`src/rtl/wlr_pkg.sv`:
```
// Shared constants and functions for the word-length and rate controller.
// Assumes 4 interference classes and a power-of-two number of SNR bins.
package wlr_pkg;

    localparam int unsigned MAX_DIV  = 30;
    localparam int unsigned CNT_W    = $clog2(MAX_DIV + 1);
    localparam logic [1:0]  FULL_WC  = 2'd3;
    localparam logic [2:0]  FULL_RC  = 3'd0;

    // One table entry: width code and requested rate in Msps
    typedef struct packed {
        logic [1:0] wcode;
        logic [4:0] req_msps;
    } lut_entry_t;

    // Constant table contents; bins beyond the eighth use the cheapest setting
    function automatic lut_entry_t lut_entry(input int unsigned cls, input int unsigned bin);
        lut_entry_t e;
        e = '{wcode: 2'd0, req_msps: 5'd1};
        case (cls)
            0: case (bin)
                0: e = '{2'd1, 5'd13};
                1: e = '{2'd1, 5'd7};
                2: e = '{2'd1, 5'd4};
                default: e = '{2'd0, 5'd1};
            endcase
            1: case (bin)
                0: e = '{2'd3, 5'd12};
                1: e = '{2'd2, 5'd8};
                2: e = '{2'd2, 5'd8};
                3: e = '{2'd2, 5'd7};
                4: e = '{2'd3, 5'd5};
                default: e = '{2'd0, 5'd1};
            endcase
            2: case (bin)
                0: e = '{2'd2, 5'd13};
                1: e = '{2'd2, 5'd12};
                2: e = '{2'd2, 5'd4};
                3: e = '{2'd2, 5'd4};
                4: e = '{2'd2, 5'd6};
                default: e = '{2'd0, 5'd1};
            endcase
            default: case (bin)
                0: e = '{2'd3, 5'd14};
                1: e = '{2'd3, 5'd13};
                2: e = '{2'd3, 5'd7};
                3: e = '{2'd2, 5'd7};
                4: e = '{2'd2, 5'd6};
                5: e = '{2'd1, 5'd3};
                default: e = '{2'd0, 5'd1};
            endcase
        endcase
        return e;
    endfunction

    // Round a requested rate up to the nearest permitted rate code
    function automatic logic [2:0] round_up_rate(input logic [4:0] msps);
        if      (msps <= 5'd1)  return 3'd7;
        else if (msps <= 5'd2)  return 3'd6;
        else if (msps <= 5'd3)  return 3'd5;
        else if (msps <= 5'd5)  return 3'd4;
        else if (msps <= 5'd6)  return 3'd3;
        else if (msps <= 5'd10) return 3'd2;
        else if (msps <= 5'd15) return 3'd1;
        else                    return 3'd0;
    endfunction

    // Clock divisor for a rate code
    function automatic logic [CNT_W-1:0] rate_div(input logic [2:0] code);
        case (code)
            3'd0:    return CNT_W'(1);
            3'd1:    return CNT_W'(2);
            3'd2:    return CNT_W'(3);
            3'd3:    return CNT_W'(5);
            3'd4:    return CNT_W'(6);
            3'd5:    return CNT_W'(10);
            3'd6:    return CNT_W'(15);
            default: return CNT_W'(MAX_DIV);
        endcase
    endfunction

endpackage

```
`src/rtl/wlr_lut.sv`:
```
// Settings lookup: constant table of 4 classes x N_BINS bins, followed by
// rate round-up. Purely combinational. Assumes N_BINS is a power of two.
module wlr_lut #(
    parameter int unsigned N_BINS = 8,
    localparam int unsigned BIN_W = $clog2(N_BINS),
    localparam int unsigned DEPTH = 4 * N_BINS
) (
    input  logic [1:0]       cls,
    input  logic [BIN_W-1:0] bin,
    output logic [1:0]       wcode,
    output logic [2:0]       rcode
);
    import wlr_pkg::*;

    lut_entry_t rom [DEPTH];
    lut_entry_t sel;

    // Fill the constant table one entry per class and bin
    for (genvar c = 0; c < 4; c++) begin : g_cls
        for (genvar b = 0; b < N_BINS; b++) begin : g_bin
            assign rom[c*N_BINS + b] = lut_entry(c, b);
        end
    end

    // Read the addressed entry and quantize its rate upward
    always_comb begin
        sel   = rom[{cls, bin}];
        wcode = sel.wcode;
        rcode = round_up_rate(sel.req_msps);
    end
endmodule

```
`src/rtl/wlr_rate_gen.sv`:
```
// Divide-by-N enable generator. The divisor comes from the rate code.
// A restart clears the count, so the next tick comes a full period later.
module wlr_rate_gen (
    input  logic       clk,
    input  logic       rst_n,
    input  logic       restart,
    input  logic [2:0] rcode,
    output logic       wrap,
    output logic       tick
);
    import wlr_pkg::*;

    logic [CNT_W-1:0] cnt;
    logic [CNT_W-1:0] last;

    // Terminal count for the active divisor, and wrap detection
    always_comb begin
        last = rate_div(rcode) - CNT_W'(1);
        wrap = !restart && (cnt >= last);
    end

    // Count cycles and register the enable strobe
    always_ff @(posedge clk) begin
        if (!rst_n) begin
            cnt  <= '0;
            tick <= 1'b0;
        end else if (restart) begin
            cnt  <= '0;
            tick <= 1'b0;
        end else if (wrap) begin
            cnt  <= '0;
            tick <= 1'b1;
        end else begin
            cnt  <= cnt + CNT_W'(1);
            tick <= 1'b0;
        end
    end
endmodule

```
`src/rtl/wlr_requant.sv`:
```
// Sign-preserving requantizer: arithmetic shift right by IN_W minus the
// selected width, captured on each sample tick and cleared on flush.
// Assumes IN_W >= 8.
module wlr_requant #(
    parameter int unsigned IN_W = 8
) (
    input  logic            clk,
    input  logic            rst_n,
    input  logic            clear,
    input  logic            capture,
    input  logic [1:0]      wcode,
    input  logic [IN_W-1:0] din,
    output logic [IN_W-1:0] dout
);
    localparam int unsigned SH_W = $clog2(IN_W + 1);

    logic [SH_W-1:0] shamt;
    logic [IN_W-1:0] shifted;

    // Shift amount from width code and the shifted value
    always_comb begin
        shamt   = SH_W'(IN_W) - (SH_W'(1) << wcode);
        shifted = IN_W'($signed(din) >>> shamt);
    end

    // Hold the requantized sample, discard it on a settings switch
    always_ff @(posedge clk) begin
        if (!rst_n || clear) dout <= '0;
        else if (capture)    dout <= shifted;
    end
endmodule

```
`src/rtl/wlr_ctrl.sv`:
```
// Top: packet-phase control of word length and sample rate. Full settings
// during acquisition, table settings after sync until end or loss.
// Assumes the control pulses last one cycle.
module wlr_ctrl #(
    parameter int unsigned IN_W   = 8,
    parameter int unsigned N_BINS = 8,
    localparam int unsigned BIN_W = $clog2(N_BINS)
) (
    input  logic             clk,
    input  logic             rst_n,
    input  logic [1:0]       intf_class,
    input  logic [BIN_W-1:0] snr_bin,
    input  logic             sync_found,
    input  logic             pkt_end,
    input  logic             sync_lost,
    input  logic [IN_W-1:0]  sample_in,
    output logic             sample_en,
    output logic [IN_W-1:0]  sample_out,
    output logic [1:0]       width_code,
    output logic [2:0]       rate_code,
    output logic             data_phase,
    output logic             flush
);
    import wlr_pkg::*;

    logic [1:0] lut_wc;
    logic [2:0] lut_rc;
    logic       go_data, go_full, switch_now, wrap;

    wlr_lut #(.N_BINS(N_BINS)) lut_i (
        .cls(intf_class), .bin(snr_bin), .wcode(lut_wc), .rcode(lut_rc)
    );

    // Phase transition decode; out-of-phase pulses are ignored
    always_comb begin
        go_data    = !data_phase && sync_found;
        go_full    = data_phase && (pkt_end || sync_lost);
        switch_now = go_data || go_full;
    end

    // Phase, settings and flush registers
    always_ff @(posedge clk) begin
        if (!rst_n) begin
            data_phase <= 1'b0;
            width_code <= FULL_WC;
            rate_code  <= FULL_RC;
            flush      <= 1'b0;
        end else begin
            flush <= switch_now;
            if (go_data) begin
                data_phase <= 1'b1;
                width_code <= lut_wc;
                rate_code  <= lut_rc;
            end else if (go_full) begin
                data_phase <= 1'b0;
                width_code <= FULL_WC;
                rate_code  <= FULL_RC;
            end
        end
    end

    wlr_rate_gen rate_i (
        .clk(clk), .rst_n(rst_n), .restart(switch_now),
        .rcode(rate_code), .wrap(wrap), .tick(sample_en)
    );

    wlr_requant #(.IN_W(IN_W)) rq_i (
        .clk(clk), .rst_n(rst_n), .clear(switch_now), .capture(wrap),
        .wcode(width_code), .din(sample_in), .dout(sample_out)
    );
endmodule

```
`config.mk`:
```
export PLATFORM = sky130hd
export DESIGN_NAME = wlr_ctrl
export DESIGN_NICKNAME = d
export VERILOG_FILES = /design/src/rtl/wlr_pkg.sv /design/src/rtl/wlr_lut.sv /design/src/rtl/wlr_rate_gen.sv /design/src/rtl/wlr_requant.sv /design/src/rtl/wlr_ctrl.sv
export SDC_FILE = /design/constraint.sdc
export NUM_CORES = 1
export LEC_CHECK = 0
export ABC_CLOCK_PERIOD_IN_PS = 3200
export BUFFER_PORTS_ARGS = -buffer_cell sky130_fd_sc_hd__buf_4
export CAP_MARGIN = 10
export CORE_ASPECT_RATIO = 1.25
export CORE_MARGIN = 1
export CORE_UTILIZATION = 30
export DETAILED_ROUTE_END_ITERATION = 8
export PLACE_DENSITY = 0.59
export RECOVER_POWER = 100
export SLEW_MARGIN = 30
export SYNTH_ARGS = -nofsm -noshare
export SYNTH_HDL_FRONTEND = slang
export SYNTH_SLANG_ARGS = --single-unit
```
`constraint.sdc`:
```
create_clock -name clk -period 3.2 [get_ports clk]
set_clock_uncertainty 0.15 [all_clocks]
set_input_delay 0 -clock clk [delete_from_list [all_inputs] [get_ports clk]]
set_output_delay 0 -clock clk [all_outputs]
set_load 0.05 [all_outputs]
```
* Word-level counts from Yosys, hierarchy flattened
Memories as Yosys holds them, arrays and structs flattened.
Index checks and enable logic that the tools add are counted.
** Storage, ports and cells
- Register bits :: 21
- Memory bits (read-only) :: 224
- Input port bits :: 18
- Output and inout port bits :: 16
- Memories kept :: 1
** Memories
- (name not given) :: words 32, bits a word 7, rd ports 1, clocked after memory_dff 0, write ports 0, RTL line wlr_lut.sv:27 : sel = rom[{cls, bin}];
** Cells by class
- Add/sub/neg operators :: 3
- Order comparisons :: 9
- Eq/ne operators :: 6
- Shift-type cells :: 2
- Multiplexer cells :: 17
- Bitwise operators :: 2
- Reduce and logical (&&, ||, !) cells :: 13
** Operators with widths (number)
- $pmux W5 S7 :: 1
- $mux W3 :: 8
- $mux W7 :: 2
- $le A5 B2 Y1 const B :: 2
- $le A5 B3 Y1 const B :: 2
- $le A5 B4 Y1 const B :: 2
- $eq A3 B3 Y1 const B :: 3
- $sshr A8 B4 Y8 :: 1
- $eq A3 B2 Y1 const B :: 2
- $ge A6 B6 Y1 const B :: 1
- $not A5 Y6 :: 1
- $add A5 B1 Y5 const B :: 1
- $ge A5 B5 Y1 :: 1
- $le A5 B1 Y1 const B :: 1
- $sub A5 B1 Y5 const B :: 1
- $mux W1 :: 4
- $mux W2 :: 2
- $shl A1 B2 Y4 const A :: 1
- $sub A4 B4 Y4 const A :: 1
- $eq A3 B1 Y1 const B :: 1
- $logic_and A1 B1 Y1 :: 3
- $logic_not A1 Y1 :: 3
- $logic_not A3 Y1 :: 1
- $logic_or A1 B1 Y1 :: 3
- other kinds (4) :: 4

* Depth between registers and ports, before layout
Gate-level depths: netlist of the first run.
- Word-level depth :: 13
- Depth in mapped cells :: 9

* Modules after synthesis
Synthesis of the first run repeated with hierarchy kept, for this count alone.
** Second synthesis, totals
- Cell total of the unflattened synthesis :: 166
- Area, all modules :: 1493.9 um^2
** By module, submodules not included
- wlr_rate_gen :: instances 1, cells an instance 45, area each 416.6 um^2
- wlr_requant :: instances 1, cells an instance 39, area each 380.4 um^2
- wlr_lut :: instances 1, cells an instance 54, area each 375.4 um^2
- wlr_ctrl :: instances 1, cells an instance 28, area each 321.6 um^2

* Worst setup path before layout of the first run
Ideal clock, no wire load.
- Kind :: register to register
- From :: register rate_code[1]
- To :: register rq_i.dout[0]
- Data arrival time :: 2.374 ns
- Required time :: 2.978 ns
- Slack :: 0.605 ns
- Cell stages (with the launch flop) :: 10
- Cell sequence :: dfxtp_1 inv_1 maj3_1 ha_1 nand2b_1 a21o_1 a21oi_1 o21a_1 buf_2 mux2i_1
** On the way
- Longest elaborated chain between the ends :: 5
** Ends and longest elaborated chain
- start: declaration :: RTL line wlr_ctrl.sv:20 : output logic [2:0] rate_code,
- start signal: assignment :: RTL line wlr_ctrl.sv:53 : rate_code <= lut_rc;
- $eq A3 B3 Y1, or another cell as far along :: RTL line wlr_pkg.sv:70 : case (code)
- $pmux W5 S7 (*) :: RTL line wlr_pkg.sv:70
- $sub A5 B1 Y5 (*) :: RTL line wlr_rate_gen.sv:18 : last = rate_div(rcode) - CNT_W'(1);
- $ge A5 B5 Y1 (*) :: RTL line wlr_rate_gen.sv:19 : wrap = !restart && (cnt >= last);
- $logic_and A1 B1 Y1 (*) :: RTL line wlr_rate_gen.sv:19
- end signal: assignment :: RTL line wlr_requant.sv:29 : else if (capture) dout <= shifted;
- end: declaration :: RTL line wlr_requant.sv:13 : output logic [IN_W-1:0] dout
Mark *: on every way between the ends. The rest lies on a longest branch, timed or not.
A chain may end at the register's enable or synchronous reset.

* Worst setup path in the final report of the first run
- From :: register rate_code[1]
- To :: register rq_i.dout[6]
Same word-level chain as after synthesis.

==> flow_metrics.py, run 1 <==
metrics = {
    "setup_path": {
        "crit_start": "rate_code[1]$_SDFFE_PN0N_",
        "crit_end": "rq_i.dout[6]$_SDFFE_PP0P_",
        "cp-end-kind": "flop",
        "r2r-start": "rate_code[1]$_SDFFE_PN0N_",
        "cp_max_fo": 14,
        "cp.arrival_ps": 2590,
        "reg2reg_depth": 8,
        "rr_endpoint": "rq_i.dout[6]$_SDFFE_PP0P_",
        "crit_type": "reg -> reg",
        "crit_required_ps": 3240,
        "r2r_slack_ps": 640,
        "worstSetupStartpointType": "flop",
    },
    "synthesis": {
        "ys_types": 45,
        "synth.largest_area_cell": "dfxtp_1",
        "syn_inst": 153,
        "postSynth.asyncResetShare_pct": 0,
        "yosysSeqAreaShare_pct": 30.7,
        "synth_edf_count": 0,
        "synth.ff_latch_count": 21,
        "synth_warnings": 0,
        "ys.flop_type": "dfxtp_1",
        "syn_area_sq_mm": 0.00137,
        "avgSynthCellArea_sq_um": 8.95,
        "synth_top_cell_area_share_pct": 30.7,
        "yosys-top-cells-area": "dfxtp_1, ha_1, mux2i_1, nand2_1, and3_1",
        "synth_nets": 183,
    },
    "sta": {
        "drv_slew": 0,
        "finalCriticalPeriod_ps": 2560,
        "worst_pin_slew_ps": 914,
        "fin_ws_ps": 642,
        "slew_headroom_pct": 39.0,
        "max_freq_mhz": 391,
        "setup_viol": 0,
        "timing.setup.tns_ps": 0,
        "hold_viol_final": 0,
        "rsz0062_at_grt": "false",
        "fin_crit_sh_pct": 79.9,
    },
    "floorplan": {
        "start_util_pct": 31.2,
        "placementRows": 27,
        "dieArea_sq_mm": 0.00484,
        "die_w_um": 62.4,
        "ios": 34,
        "fp.coreArea_sq_mm": 0.00439,
        "die_h_um": 77.6,
    },
    "grt": {
        "grt_max_degree": 25,
        "antenna_found_initial": 0,
        "globalRouteMet1Util_pct": 14.2,
        "track_usage_pct": 11.9,
        "grt_pass1_wl_um": 4760,
        "grt_pass1_vias": 1108,
        "overflow": 0,
        "use_met3_pct": 0.882,
        "use_met2_pct": 21.3,
        "gr-max-usage-layer": "met2",
    },
    "clock_network": {
        "cts_hold_buf": 6,
        "postCtsSetupBuffers": 0,
        "path_clk_slew_ps": 80,
        "cts.sinks": 21,
        "cts_buffers": 3,
        "cts_tree": "yes",
        "post_cts_resized": 0,
        "htree_levels": 1,
        "root_buffer": "clkbuf_8",
        "clockBufferDepth": 2,
        "clock_latency_ps": 250,
    },
    "job": {
        "drv_cap": 0,
    },
    "final_layout": {
        "fin_nets": 220,
        "drive_above_1_share_pct": 14.8,
        "finish.utilization_pct": 38.4,
        "syn2layout_area_growth_pct": 23.0,
        "n_fill_cell": 476,
        "instances_no_fill": 247,
        "final_common_cell": "dfxtp_1",
        "design_area_sq_mm": 0.00169,
        "diodes": 0,
        "final_cell_mix": "dfxtp_1, nand2_1, clkbuf_1",
    },
    "detailed_routing": {
        "drc": 0,
        "drt_iter0_markers": 39,
        "avgRoutedWirePerCell_um": 11.1,
        "drt_pass1_iterations": 4,
        "vias": 1160,
        "wl_um": 2740,
        "ant_nets": 0,
        "vias_per_cell": 4.70,
    },
    "placed_design": {
        "place_area_sq_mm": 0.00165,
        "place_ws_ps": 640,
        "dp.cells": 237,
        "place_congestion": 0.756,
        "hpwlAfterDp_um": 2020,
        "io_buffers": 33,
    },
    "worst_hold_path": {
        "min_path_type": "in -> reg",
    },
    "status": {
        "outcome": "completed",
    },
    "power": {
        "p_leak_nw": 0.735,
        "powerDensity_mw_per_mm2": 405,
        "vdd_ir_drop_max_uv": 157,
    },
}
[worst max-delay path, stage by stage (launching register included)]
cell and delay [ps]:
dfxtp_1 430, inv_1 60, maj3_1 330, ha_1 270
nand2b_1 140, a21o_1 170, a21oi_1 130, o21a_1 560
mux2i_1 250
[cell type report]
type	instances	area (sq um)	area share, %
Sequential cell	21	420	24.9
Multi-Input combinational cell	119	877	52.0
Inverter	5	18.8	1.11
Timing Repair Buffer	40	251	14.9
Tap cell	58	72.6	4.31
Clock buffer	4	45.0	2.67
[layer usage]
| metal | routed length (um) | up-vias |
|---|---|---|
| met2 | 1300 | 22 |
| met1 | 1320 | 522 |
| met3 | 87 | 2 |
| met5 | 0 | - |
| li1 | - | 614 |
| met4 | 28 | 0 |
[cell families (layout without fill, tap and decap cells)]
family	count (synthesis)	after routing	share of synthesized area, %
flops	21	21	30.7
mux	13	13	10.4
compound gates	34	34	18.9
fa+ha+maj	13	13	11.7
simple gates	56	56	21.5
xor+xnor	3	3	1.92
buf+inv	13	49	4.93
[flip-flops by register name, summed over array words and instances (netlist names)]
| register | flops |
|---|---|
| rq_i.dout | 8 |
| rate_i.cnt | 5 |
| rate_code | 3 |
| width_code | 2 |
| data_phase | 1 |
| flush | 1 |
| rate_i.tick | 1 |
[metrics by stage]
stage	hold slack (ps)	total power, mW
2_1_floorplan	-32.4	0.464
3_3_place_gp	84.4	0.524
3_5_place_dp	86.0	0.526
4_1_cts	24.0	0.707
5_1_grt	45.4	0.722
6_report	23.4	0.682
[worst min path at each step]
stage / end / from / cells after the start / slack, ps
6_report: rq_i.dout[4]$_SDFFE_PP0P_ / sample_in[4] / 4 / 20
5_1_grt: width_code[1]$_SDFFE_PN1N_ / snr_bin[2] / 3 / 50
4_1_cts: rq_i.dout[4]$_SDFFE_PP0P_ / sample_in[4] / 4 / 20
3_5_place_dp: data_phase$_SDFFE_PN0N_ / rst_n / 2 / 90
3_3_place_gp: data_phase$_SDFFE_PN0N_ / rst_n / 2 / 80
2_1_floorplan: data_phase$_SDFFE_PN0N_ / rst_n / 1 / -30
[cell usage after synthesis, types with 2 or more instances]
cell / n
mux2i_1: 12
nand2_1: 19
xnor2_1: 2
a21oi_1: 6
inv_1: 5
buf_4: 2
o21ai_1: 2
dfxtp_1: 21
and3_1: 9
clkbuf_1: 2
nand3_1: 4
o21a_1: 3
o21ai_0: 7
nand2b_1: 2
ha_1: 12
and2_1: 2
a21o_1: 2
nor2b_1: 2
a211oi_1: 3
nor2_1: 9
buf_2: 3
[where the power goes]
group / switching (mW) / total [mW] / internal, mW
registers: 0.0162 / 0.295 / 0.278
clock network: 0.0838 / 0.172 / 0.0886
logic: 0.133 / 0.215 / 0.0816
total: 0.233 / 0.682 / 0.449
Note: power is estimated with default switching activity, not from simulation.
==> inputs of run 2 (changes only) <==
--- a/config.mk
+++ b/config.mk
@@ -5,7 +5,7 @@
 export SDC_FILE = /design/constraint.sdc
 export NUM_CORES = 1
 export LEC_CHECK = 0
-export ABC_CLOCK_PERIOD_IN_PS = 3200
+export ABC_CLOCK_PERIOD_IN_PS = 2500
 export BUFFER_PORTS_ARGS = -buffer_cell sky130_fd_sc_hd__buf_4
 export CAP_MARGIN = 10
 export CORE_ASPECT_RATIO = 1.25
==> constraint.sdc (replaced) <==
create_clock -name clk -period 2.5 [get_ports clk]
set_clock_uncertainty 0.15 [all_clocks]
set_input_delay 0 -clock clk [delete_from_list [all_inputs] [get_ports clk]]
set_output_delay 0 -clock clk [all_outputs]
set_load 0.05 [all_outputs]
==> run 2 against run 1 <==
First-iteration DRC count fell by 13%. Largest cell class unchanged. Total power rose by 29%. Die area did not move.
==> flow_metrics.py, run 2 (synthesis gave the netlist of run 1 again) <==
metrics = {
    "setup_path": {
        "reg2reg_depth": 9,
        "r2r-start": "rate_code[1]$_SDFFE_PN0N_",
        "cp-end-kind": "flop",
        "worstSetupStartpointType": "flop",
        "crit_type": "reg -> reg",
        "cp.arrival_ps": 2300,
        "crit_end": "rq_i.dout[3]$_SDFFE_PP0P_",
        "crit_start": "rate_code[1]$_SDFFE_PN0N_",
        "cp_max_fo": 14,
        "r2r_slack_ps": 250,
        "rr_endpoint": "rq_i.dout[3]$_SDFFE_PP0P_",
        "crit_required_ps": 2550,
    },
    "clock_network": {
        "clockBufferDepth": 2,
        "post_cts_resized": 0,
        "cts_hold_buf": 7,
        "htree_levels": 1,
        "postCtsSetupBuffers": 0,
        "clock_latency_ps": 260,
        "root_buffer": "clkbuf_8",
        "path_clk_slew_ps": 80,
        "cts.sinks": 21,
        "cts_tree": "yes",
        "cts_buffers": 3,
    },
    "detailed_routing": {
        "ant_nets": 0,
        "drt_pass1_iterations": 4,
        "avgRoutedWirePerCell_um": 11.3,
        "wl_um": 2810,
        "vias": 1206,
        "drc": 0,
        "vias_per_cell": 4.84,
        "drt_iter0_markers": 34,
    },
    "floorplan": {
        "dieArea_sq_mm": 0.00484,
        "placementRows": 27,
        "start_util_pct": 31.2,
        "fp.coreArea_sq_mm": 0.00439,
        "die_h_um": 77.6,
        "die_w_um": 62.4,
        "ios": 34,
    },
    "final_layout": {
        "drive_above_1_share_pct": 15.7,
        "top_regs": "rq_i.dout x8, rate_i.cnt x5, rate_code x3",
        "seqCellArea_sq_um": 422,
        "final_cell_mix": "dfxtp_1, nand2_1, buf_4",
        "final_common_cell": "dfxtp_1",
        "syn2layout_area_growth_pct": 24.0,
        "multi_input_comb_area_sq_um": 871,
        "n_fill_cell": 498,
        "finish.utilization_pct": 38.7,
        "regMostFlops": "rq_i.dout",
        "fin_nets": 222,
        "diodes": 0,
        "largest_reg_flops": 8,
    },
    "placed_design": {
        "hpwlAfterDp_um": 2090,
        "place_congestion": 0.717,
        "io_buffers": 33,
    },
    "grt": {
        "overflow": 0,
        "grt_pass1_vias": 1137,
        "grt_max_degree": 25,
        "track_usage_pct": 12.1,
        "grt_pass1_wl_um": 4890,
        "antenna_found_initial": 0,
    },
    "power": {
        "p_leak_nw": 0.749,
        "vdd_ir_drop_max_uv": 182,
        "powerDensity_mw_per_mm2": 520,
    },
    "sta": {
        "hold_viol_final": 0,
        "fin_crit_sh_pct": 90.1,
        "slew_headroom_pct": 60.5,
        "max_freq_mhz": 444,
        "setup_viol": 0,
        "drv_slew": 0,
        "worst_pin_slew_ps": 595,
        "finalCriticalPeriod_ps": 2250,
        "rsz0062_at_grt": "false",
        "timing.setup.tns_ps": 0,
    },
    "status": {
        "outcome": "completed",
    },
    "worst_hold_path": {
        "min_path_type": "in -> reg",
    },
    "job": {
        "drv_cap": 0,
    },
}
[run 2: cell count changes in the layout (fill, tap and decap cells not counted), sizes merged]
cell / before / now
buf: 17 / 18
clkbuf: 21 / 20
clkinv: 0 / 1
dlygate4sd3: 6 / 7
[run 2: area by class of cell]
class	instances	area share (%)
multi-input cells	119	51.3
well taps	58	4.27
flip-flops and latches	21	24.8
repair buffers	42	15.8
clock buffers	3	2.43
inverters	5	1.10
clock inverters	1	0.295
[run 2: worst min-delay path by stage]
stage | startpoint | endpoint | slack [ps] | depth (start not counted)
2_1_floorplan | rst_n | data_phase$_SDFFE_PN0N_ | -30 | 1
3_3_place_gp | rst_n | data_phase$_SDFFE_PN0N_ | 80 | 2
3_5_place_dp | rst_n | data_phase$_SDFFE_PN0N_ | 90 | 2
4_1_cts | sample_in[3] | rq_i.dout[3]$_SDFFE_PP0P_ | 20 | 4
5_1_grt | snr_bin[2] | width_code[1]$_SDFFE_PN1N_ | 10 | 3
6_report | snr_bin[2] | width_code[1]$_SDFFE_PN1N_ | 10 | 3
[run 2: power by group]
group / internal, mW / leakage (nW) / switching, mW
Combinational: 0.108 / 0.551 / 0.171
Sequential: 0.357 / 0.172 / 0.0214
Clock: 0.111 / 0.0255 / 0.115
Total: 0.576 / 0.749 / 0.307
[run 2: per-stage QoR]
step / std cells / power, mW / worst slack, ps / instance area, sq um / hold slack [ps]
after global placement: 238 / 0.677 / 314 / 1660 / 84.7
final: 249 / 0.883 / 248 / 1700 / 11.8
after detailed placement: 238 / 0.678 / 262 / 1660 / 86.0
after CTS: 249 / 0.912 / 240 / 1770 / 17.1
after floorplan: 153 / 0.594 / 78.2 / 1370 / -32.4
after global routing: 249 / 0.936 / 88.9 / 1700 / 11.0
[run 2: critical path: stages (launching register included)]
cell and delay [ps]:
dfxtp_2 380, inv_1 50, maj3_1 330, ha_1 270, nand2b_1 140, a21o_1 170
a21oi_1 140, o21a_1 140, buf_4 220, mux2i_1 200
[run 2: per-layer routing]
| layer | track usage (%) | share of wire, % | wire, um |
|---|---|---|---|
| met1 | 14.8 | 47 | 1330 |
| met2 | 21.6 | 49 | 1360 |
| met3 | 1.03 | 2.9 | 81 |
| met4 | 4.88 | 1.3 | 37 |
| met5 | 0 | 0 | 0 |
